<file path="src/rtl/tick_timer_pkg.sv">
package tick_timer_pkg;
  localparam int BYTE_W   = 8;
  localparam int CNT_W    = 2 * BYTE_W;
  localparam int SEL_W    = 3;
  localparam int PRE_W    = (1 << SEL_W) - 2;
  localparam int SYNC_N   = 2;

  localparam int BIT_OVF  = 7;
  localparam int BIT_STOP = 5;
  localparam int BIT_CLR  = 4;

  // Low-bit mask of the prescaler counter: its bits are all ones once every 2^sel cycles.
  function automatic logic [PRE_W-1:0] pre_mask(input logic [SEL_W-1:0] sel);
    logic [PRE_W-1:0] m;
    m = '0;
    for (int i = 0; i < PRE_W; i++) begin
      if (i < int'(sel)) m[i] = 1'b1;
    end
    return m;
  endfunction

  function automatic logic [BYTE_W-1:0] ctrl_byte(input logic ovf, input logic stop,
                                                  input logic [SEL_W-1:0] sel);
    logic [BYTE_W-1:0] b;
    b = '0;
    b[BIT_OVF]     = ovf;
    b[BIT_STOP]    = stop;
    b[SEL_W-1:0]   = sel;
    return b;
  endfunction
endpackage

</file>
<file path="src/rtl/tick_prescaler.sv">
module tick_prescaler
  import tick_timer_pkg::*;
#(
  parameter int SW = SEL_W,
  parameter int PW = PRE_W,
  parameter int SN = SYNC_N
) (
  input  logic          clk,
  input  logic          rst_n,
  input  logic          run,
  input  logic          clr,
  input  logic [SW-1:0] sel,
  input  logic          ext_in,
  output logic          tick
);
  localparam logic [SW-1:0] EXT_SEL = '1;

  logic [SN-1:0] sync_q;
  logic          ext_d;
  logic          ext_rise;
  logic [PW-1:0] pre_q;
  logic [PW-1:0] mask;

  always_ff @(posedge clk or negedge rst_n) begin
    if (!rst_n) begin
      sync_q <= '0;
      ext_d  <= 1'b0;
    end else begin
      sync_q <= {sync_q[SN-2:0], ext_in};
      ext_d  <= sync_q[SN-1];
    end
  end

  assign ext_rise = sync_q[SN-1] & ~ext_d;

  always_ff @(posedge clk or negedge rst_n) begin
    if (!rst_n)   pre_q <= '0;
    else if (clr) pre_q <= '0;
    else if (run) pre_q <= pre_q + 1'b1;
  end

  assign mask = PW'(pre_mask(SEL_W'(sel)));
  assign tick = (sel == EXT_SEL) ? ext_rise : ((pre_q & mask) == mask);
endmodule

</file>
<file path="src/rtl/tick_counter.sv">
module tick_counter #(
  parameter int W = 16
) (
  input  logic         clk,
  input  logic         rst_n,
  input  logic         clr,
  input  logic         adv,
  output logic [W-1:0] cnt,
  output logic         wrap
);
  always_ff @(posedge clk or negedge rst_n) begin
    if (!rst_n)   cnt <= '0;
    else if (clr) cnt <= '0;
    else if (adv) cnt <= cnt + 1'b1;
  end

  assign wrap = adv & ~clr & (cnt == '1);
endmodule

</file>
<file path="src/rtl/tick_regs.sv">
module tick_regs
  import tick_timer_pkg::*;
#(
  parameter logic [BYTE_W-1:0] BASE = 8'h20
) (
  input  logic              clk,
  input  logic              rst_n,
  input  logic [BYTE_W-1:0] bus_addr,
  input  logic              bus_wr,
  input  logic              bus_rd,
  input  logic [BYTE_W-1:0] bus_wdata,
  output logic [BYTE_W-1:0] bus_rdata,
  input  logic [CNT_W-1:0]  cnt,
  input  logic              wrap,
  output logic              stop,
  output logic              clr,
  output logic [SEL_W-1:0]  sel,
  output logic              ovf,
  output logic              lat_valid,
  output logic [BYTE_W-1:0] lat_buf
);
  localparam logic [BYTE_W-1:0] A_CTRL = BASE;
  localparam logic [BYTE_W-1:0] A_HI   = BASE + 8'd1;
  localparam logic [BYTE_W-1:0] A_LO   = BASE + 8'd2;

  logic hit_ctrl, hit_hi, hit_lo, wr_ctrl;

  assign hit_ctrl = (bus_addr == A_CTRL);
  assign hit_hi   = (bus_addr == A_HI);
  assign hit_lo   = (bus_addr == A_LO);
  assign wr_ctrl  = bus_wr & hit_ctrl;
  assign clr      = wr_ctrl & bus_wdata[BIT_CLR];

  always_ff @(posedge clk or negedge rst_n) begin
    if (!rst_n) begin
      stop <= 1'b0;
      sel  <= '0;
    end else if (wr_ctrl) begin
      stop <= bus_wdata[BIT_STOP];
      sel  <= bus_wdata[SEL_W-1:0];
    end
  end

  always_ff @(posedge clk or negedge rst_n) begin
    if (!rst_n)                                ovf <= 1'b0;
    else if (wrap)                             ovf <= 1'b1;
    else if (wr_ctrl && !bus_wdata[BIT_OVF])   ovf <= 1'b0;
  end

  always_ff @(posedge clk or negedge rst_n) begin
    if (!rst_n) begin
      lat_valid <= 1'b0;
      lat_buf   <= '0;
    end else if (bus_rd && hit_hi && !lat_valid) begin
      lat_valid <= 1'b1;
      lat_buf   <= cnt[BYTE_W-1:0];
    end else if (bus_rd && hit_lo) begin
      lat_valid <= 1'b0;
    end
  end

  always_comb begin
    bus_rdata = '0;
    if (bus_rd) begin
      if (hit_ctrl)    bus_rdata = ctrl_byte(ovf, stop, sel);
      else if (hit_hi) bus_rdata = cnt[CNT_W-1:BYTE_W];
      else if (hit_lo) bus_rdata = lat_valid ? lat_buf : cnt[BYTE_W-1:0];
    end
  end
endmodule

</file>
<file path="src/rtl/tick_timer16.sv">
module tick_timer16
  import tick_timer_pkg::*;
#(
  parameter logic [7:0] BASE_ADDR = 8'h20
) (
  input  logic       clk,
  input  logic       rst_n,
  input  logic       ext_clk_in,
  input  logic [7:0] bus_addr,
  input  logic       bus_wr,
  input  logic       bus_rd,
  input  logic [7:0] bus_wdata,
  output logic [7:0] bus_rdata,
  output logic       ovf_flag
);
  logic [CNT_W-1:0]  cnt;
  logic              tick, adv, wrap, stop, clr, ovf, lat_valid;
  logic [SEL_W-1:0]  sel;
  logic [BYTE_W-1:0] lat_buf;

  assign adv      = tick & ~stop;
  assign ovf_flag = ovf;

  tick_prescaler #(.SW(SEL_W), .PW(PRE_W), .SN(SYNC_N)) u_pre (
    .clk(clk), .rst_n(rst_n), .run(~stop), .clr(clr), .sel(sel),
    .ext_in(ext_clk_in), .tick(tick)
  );

  tick_counter #(.W(CNT_W)) u_cnt (
    .clk(clk), .rst_n(rst_n), .clr(clr), .adv(adv), .cnt(cnt), .wrap(wrap)
  );

  tick_regs #(.BASE(BASE_ADDR)) u_regs (
    .clk(clk), .rst_n(rst_n), .bus_addr(bus_addr), .bus_wr(bus_wr),
    .bus_rd(bus_rd), .bus_wdata(bus_wdata), .bus_rdata(bus_rdata),
    .cnt(cnt), .wrap(wrap), .stop(stop), .clr(clr), .sel(sel), .ovf(ovf),
    .lat_valid(lat_valid), .lat_buf(lat_buf)
  );
endmodule

</file>
<file path="config.mk">
export PLATFORM = sky130hd
export DESIGN_NAME = tick_timer16
export DESIGN_NICKNAME = d
export VERILOG_FILES = /design/src/rtl/tick_timer_pkg.sv /design/src/rtl/tick_prescaler.sv /design/src/rtl/tick_counter.sv /design/src/rtl/tick_regs.sv /design/src/rtl/tick_timer16.sv
export SDC_FILE = /design/constraint.sdc
export NUM_CORES = 1
export LEC_CHECK = 0
export ABC_AREA = 1
export BUFFER_PORTS_ARGS = -buffer_cell sky130_fd_sc_hd__buf_4
export CORE_UTILIZATION = 53
export CTS_CLUSTER_DIAMETER = 50
export DETAILED_ROUTE_END_ITERATION = 16
export PLACE_DENSITY = 0.86
export SYNTH_ARGS = -nofsm -noshare
export SYNTH_HDL_FRONTEND = slang
export SYNTH_SLANG_ARGS = --single-unit
</file>
<file path="constraint.sdc">
create_clock -name clk -period 1.95 [get_ports clk]
set_input_delay 0.195 -clock clk [delete_from_list [all_inputs] [get_ports clk]]
set_output_delay 0.195 -clock clk [all_outputs]
set_load 0.02 [all_outputs]
</file>
==> out/metrics.cfg <==
[critical_path]
critPathArrivalTime_ns=1.63
critPathKind=reg2out
slowest_delay_ns=0.46
crit_buf_inv=2
cp_top_family=flip-flops
ff2ff_setup_slack_ns=0.26
cp_max_fo=7
cp-start-kind=register
cp_slowest_cell=dfrtp_2
endpoint_kind=primary output
worstPathRequired_ns=1.75
crit_chain=clkinvlp_2 -> o21ai_0 -> nand3_1 -> a21oi_1 -> buf_4

[yosys]
ys_seq_elements=39
synth_top_area_share_pct=37.9
netlist_area_sq_mm=0.00257
ys_seq_area_share_pct=37.9
synth_top_cell_by_area=dfrtp_1
syn-num-nets=393
syn_area_per_cell_sq_um=6.95
synth_area_leaders=dfrtp_1, nand2_1, nand3_1
syn_inst=370
synth_cell_types=29
yosys_warnings=0

[sta]
relSlewSlack_pct=66.7
fmax_mhz=548
period_minus_slack_ns=1.82
fin_skew_ns=0.00273
hold_viol_final=0
grt_setup_unrepaired=false
period_share_pct=93.5
final_max_slew_viol_count=0
fin_tns_setup_ns=0
worst_slew_pin_slew_ns=0.499
finalSetupViolations=0

[route]
vias=2551
vias_per_cell=5.57
routed_wl_um=6150
first_iter_violations=319
routedWlPerCell_um=13.4
ant_nets=0
drc_errors=0
dr.pass1.iters=5

[grt]
grt_first_pass_wirelength_um=10700
track_usage_pct=26.6
grt-ovfl-total=0
grt_max_degree=40
grt_pass1_vias=2359
antenna_found_initial=0

[die]
rows=24
die_width_um=71.7
ioPinCount=30
start_util_pct=57.1
core_sq_mm=0.00450
die_y_um=71.7
die_area_sq_mm=0.00514

[final_layout]
n_fill_cell=393
area_growth_pct=14.3
nNetsFinal=428
layout-drive-gt1-share_pct=16.0
n_antenna_cell=0

[cts]
cts_max_level=2
clock_sinks=39
cts_made_buffers=5
ctsLongestPathBuffers=2
clk_latency_ns=0.29
root_buffer=clkbuf_8
cts_tree=yes
clk_pin_slew_ns=0.07

[outcome]
status=finished clean

[power_and_ir_drop]
power.density_mw_per_mm2=700
p_leak_nw=1.60
p_total_mw=2.06
vdd_drop_max_mv=0.439

[min_path]
hp-class=in2reg

[place]
portBuffers=27
gp_congestion=0.978
dp_hpwl_um=4390

[flow_run]
maxCapViolations=0

path summary, 6_finish.rpt:
check,endpoint,cells past startpoint,from
max in group asynchronous,u_regs.lat_valid,2,rst_n
hold reg to reg,u_pre.sync_q[1],0,u_pre.sync_q[0]
hold / removal,u_regs.sel[0],3,bus_wdata[0]
min in group asynchronous,u_regs.sel[2],2,rst_n
setup / recovery,bus_rdata[6],5,u_regs.lat_valid
setup reg to reg,u_regs.ovf,7,u_cnt.cnt[1]
per-stage QoR:
| stage | util (%) | hold WS [ns] | setup WS (ns) | cell area (sq um) | std cells |
|---|---|---|---|---|---|
| floorplan | - | -0.101 | 0.462 | 2570 | 370 |
| global placement | 62.3 | 0.193 | 0.364 | 2810 | 444 |
| detailed placement | 62.3 | 0.203 | 0.344 | 2810 | 444 |
| CTS | 64.5 | 0.131 | 0.0345 | 2910 | 454 |
| global route | 65.3 | 0.131 | 0.0517 | 2940 | 458 |
| finish | 65.3 | 0.135 | 0.126 | 2940 | 458 |
kinds of logic (layout without fill, tap and decap cells):
| group | Yosys count | in the layout | share of synthesized area, % |
|---|---|---|---|
| AOI/OAI and AO/OA | 37 | 37 | 8.37 |
| xor gates and xnor gates | 6 | 6 | 2.04 |
| adders and majority gates | 2 | 2 | 0.973 |
| buffers and inverters | 61 | 97 | 10.3 |
| DFF | 39 | 39 | 37.9 |
| and+or+nand+nor | 225 | 225 | 40.4 |
power breakdown:
group / internal [mW] / total (mW) / switching [mW]
Sequential: 0.901 / 1.02 / 0.124
Combinational: 0.197 / 0.508 / 0.311
Clock: 0.251 / 0.526 / 0.275
synthesized netlist by cell type (all sizes together):
library cell and number:
nand2 121, inv 51, nand3 44, dfrtp 39
nor2 35, o21ai 21, nand4 17, a21oi 10
buf 9, xor2 6, nor3 5, o211ai 3
o21bai 3, ha 2, nand3b 2, clkbuf 1
or2 1
final cells by class:
| cell class | count | area, sq um | share of cell area (%) |
|---|---|---|---|
| Clock buffer | 7 | 76.3 | 2.60 |
| Clock inverter | 1 | 5.00 | 0.170 |
| Inverter | 51 | 195 | 6.64 |
| Multi-Input combinational cell | 270 | 1330 | 45.3 |
| Sequential cell | 39 | 977 | 33.2 |
| Tap cell | 52 | 65.1 | 2.21 |
| Timing Repair Buffer | 37 | 283 | 9.62 |
| Timing Repair inverter | 1 | 5.00 | 0.170 |
state kept, by name (all words and copies together), names as in the netlist:
| register | count |
|---|---|
| u_cnt.cnt | 16 |
| u_regs.lat_buf | 8 |
| u_pre.pre_q | 6 |
| u_regs.sel | 3 |
| u_pre.sync_q | 2 |
| u_pre.ext_d | 1 |
| u_regs.lat_valid | 1 |
| u_regs.ovf | 1 |
| u_regs.stop | 1 |
cells in the final DEF (no fill, tap or decap), types with 2 or more instances in the layout:
master | netlist | layout
nand2_1 | 119 | 119
inv_1 | 47 | 46
nand3_1 | 41 | 41
dfrtp_1 | 39 | 38
buf_4 | 2 | 35
nor2_1 | 31 | 31
nand4_1 | 17 | 17
o21ai_0 | 14 | 14
a21oi_1 | 10 | 10
xor2_1 | 6 | 6
clkbuf_8 | 0 | 5
inv_2 | 4 | 4
o21ai_2 | 4 | 4
nor3_4 | 3 | 3
nor2_2 | 3 | 3
o211ai_1 | 3 | 3
o21ai_1 | 3 | 3
o21bai_1 | 3 | 3
nand3_2 | 2 | 2
nor3_1 | 2 | 2
nand3b_1 | 2 | 2
ha_1 | 2 | 2
clkbuf_1 | 1 | 2
dlygate4sd3_1 | 0 | 2
worst register-to-register path: stages (launching register included):
cell and delay (ns):
dfrtp_1 0.47, ha_1 0.29, nand3_1 0.19, nor2_2 0.23, nand3b_1 0.10, nor2_1 0.11, nand3_1 0.10, o21bai_1 0.12
repair_timing:
action / in CTS / in global routing
setup buffers: 0 / 3
resized for setup: 0 / 2
endpoints found under the setup margin: 0 / 3
endpoints found under the hold margin: 40 / 0
hold buffers: 2 / 0
layer usage:
layer | share of wire (%) | routed length (um) | global-route usage (%) | vias to the layer above
met5 | 0 | 0 | 0 | -
met4 | 2.0 | 120 | 11.5 | 0
met3 | 6.9 | 423 | 5.91 | 15
met2 | 47 | 2920 | 43.0 | 124
met1 | 44 | 2690 | 34.5 | 1156
li1 | - | - | - | 1256
Note: power is estimated with default switching activity, not from simulation.
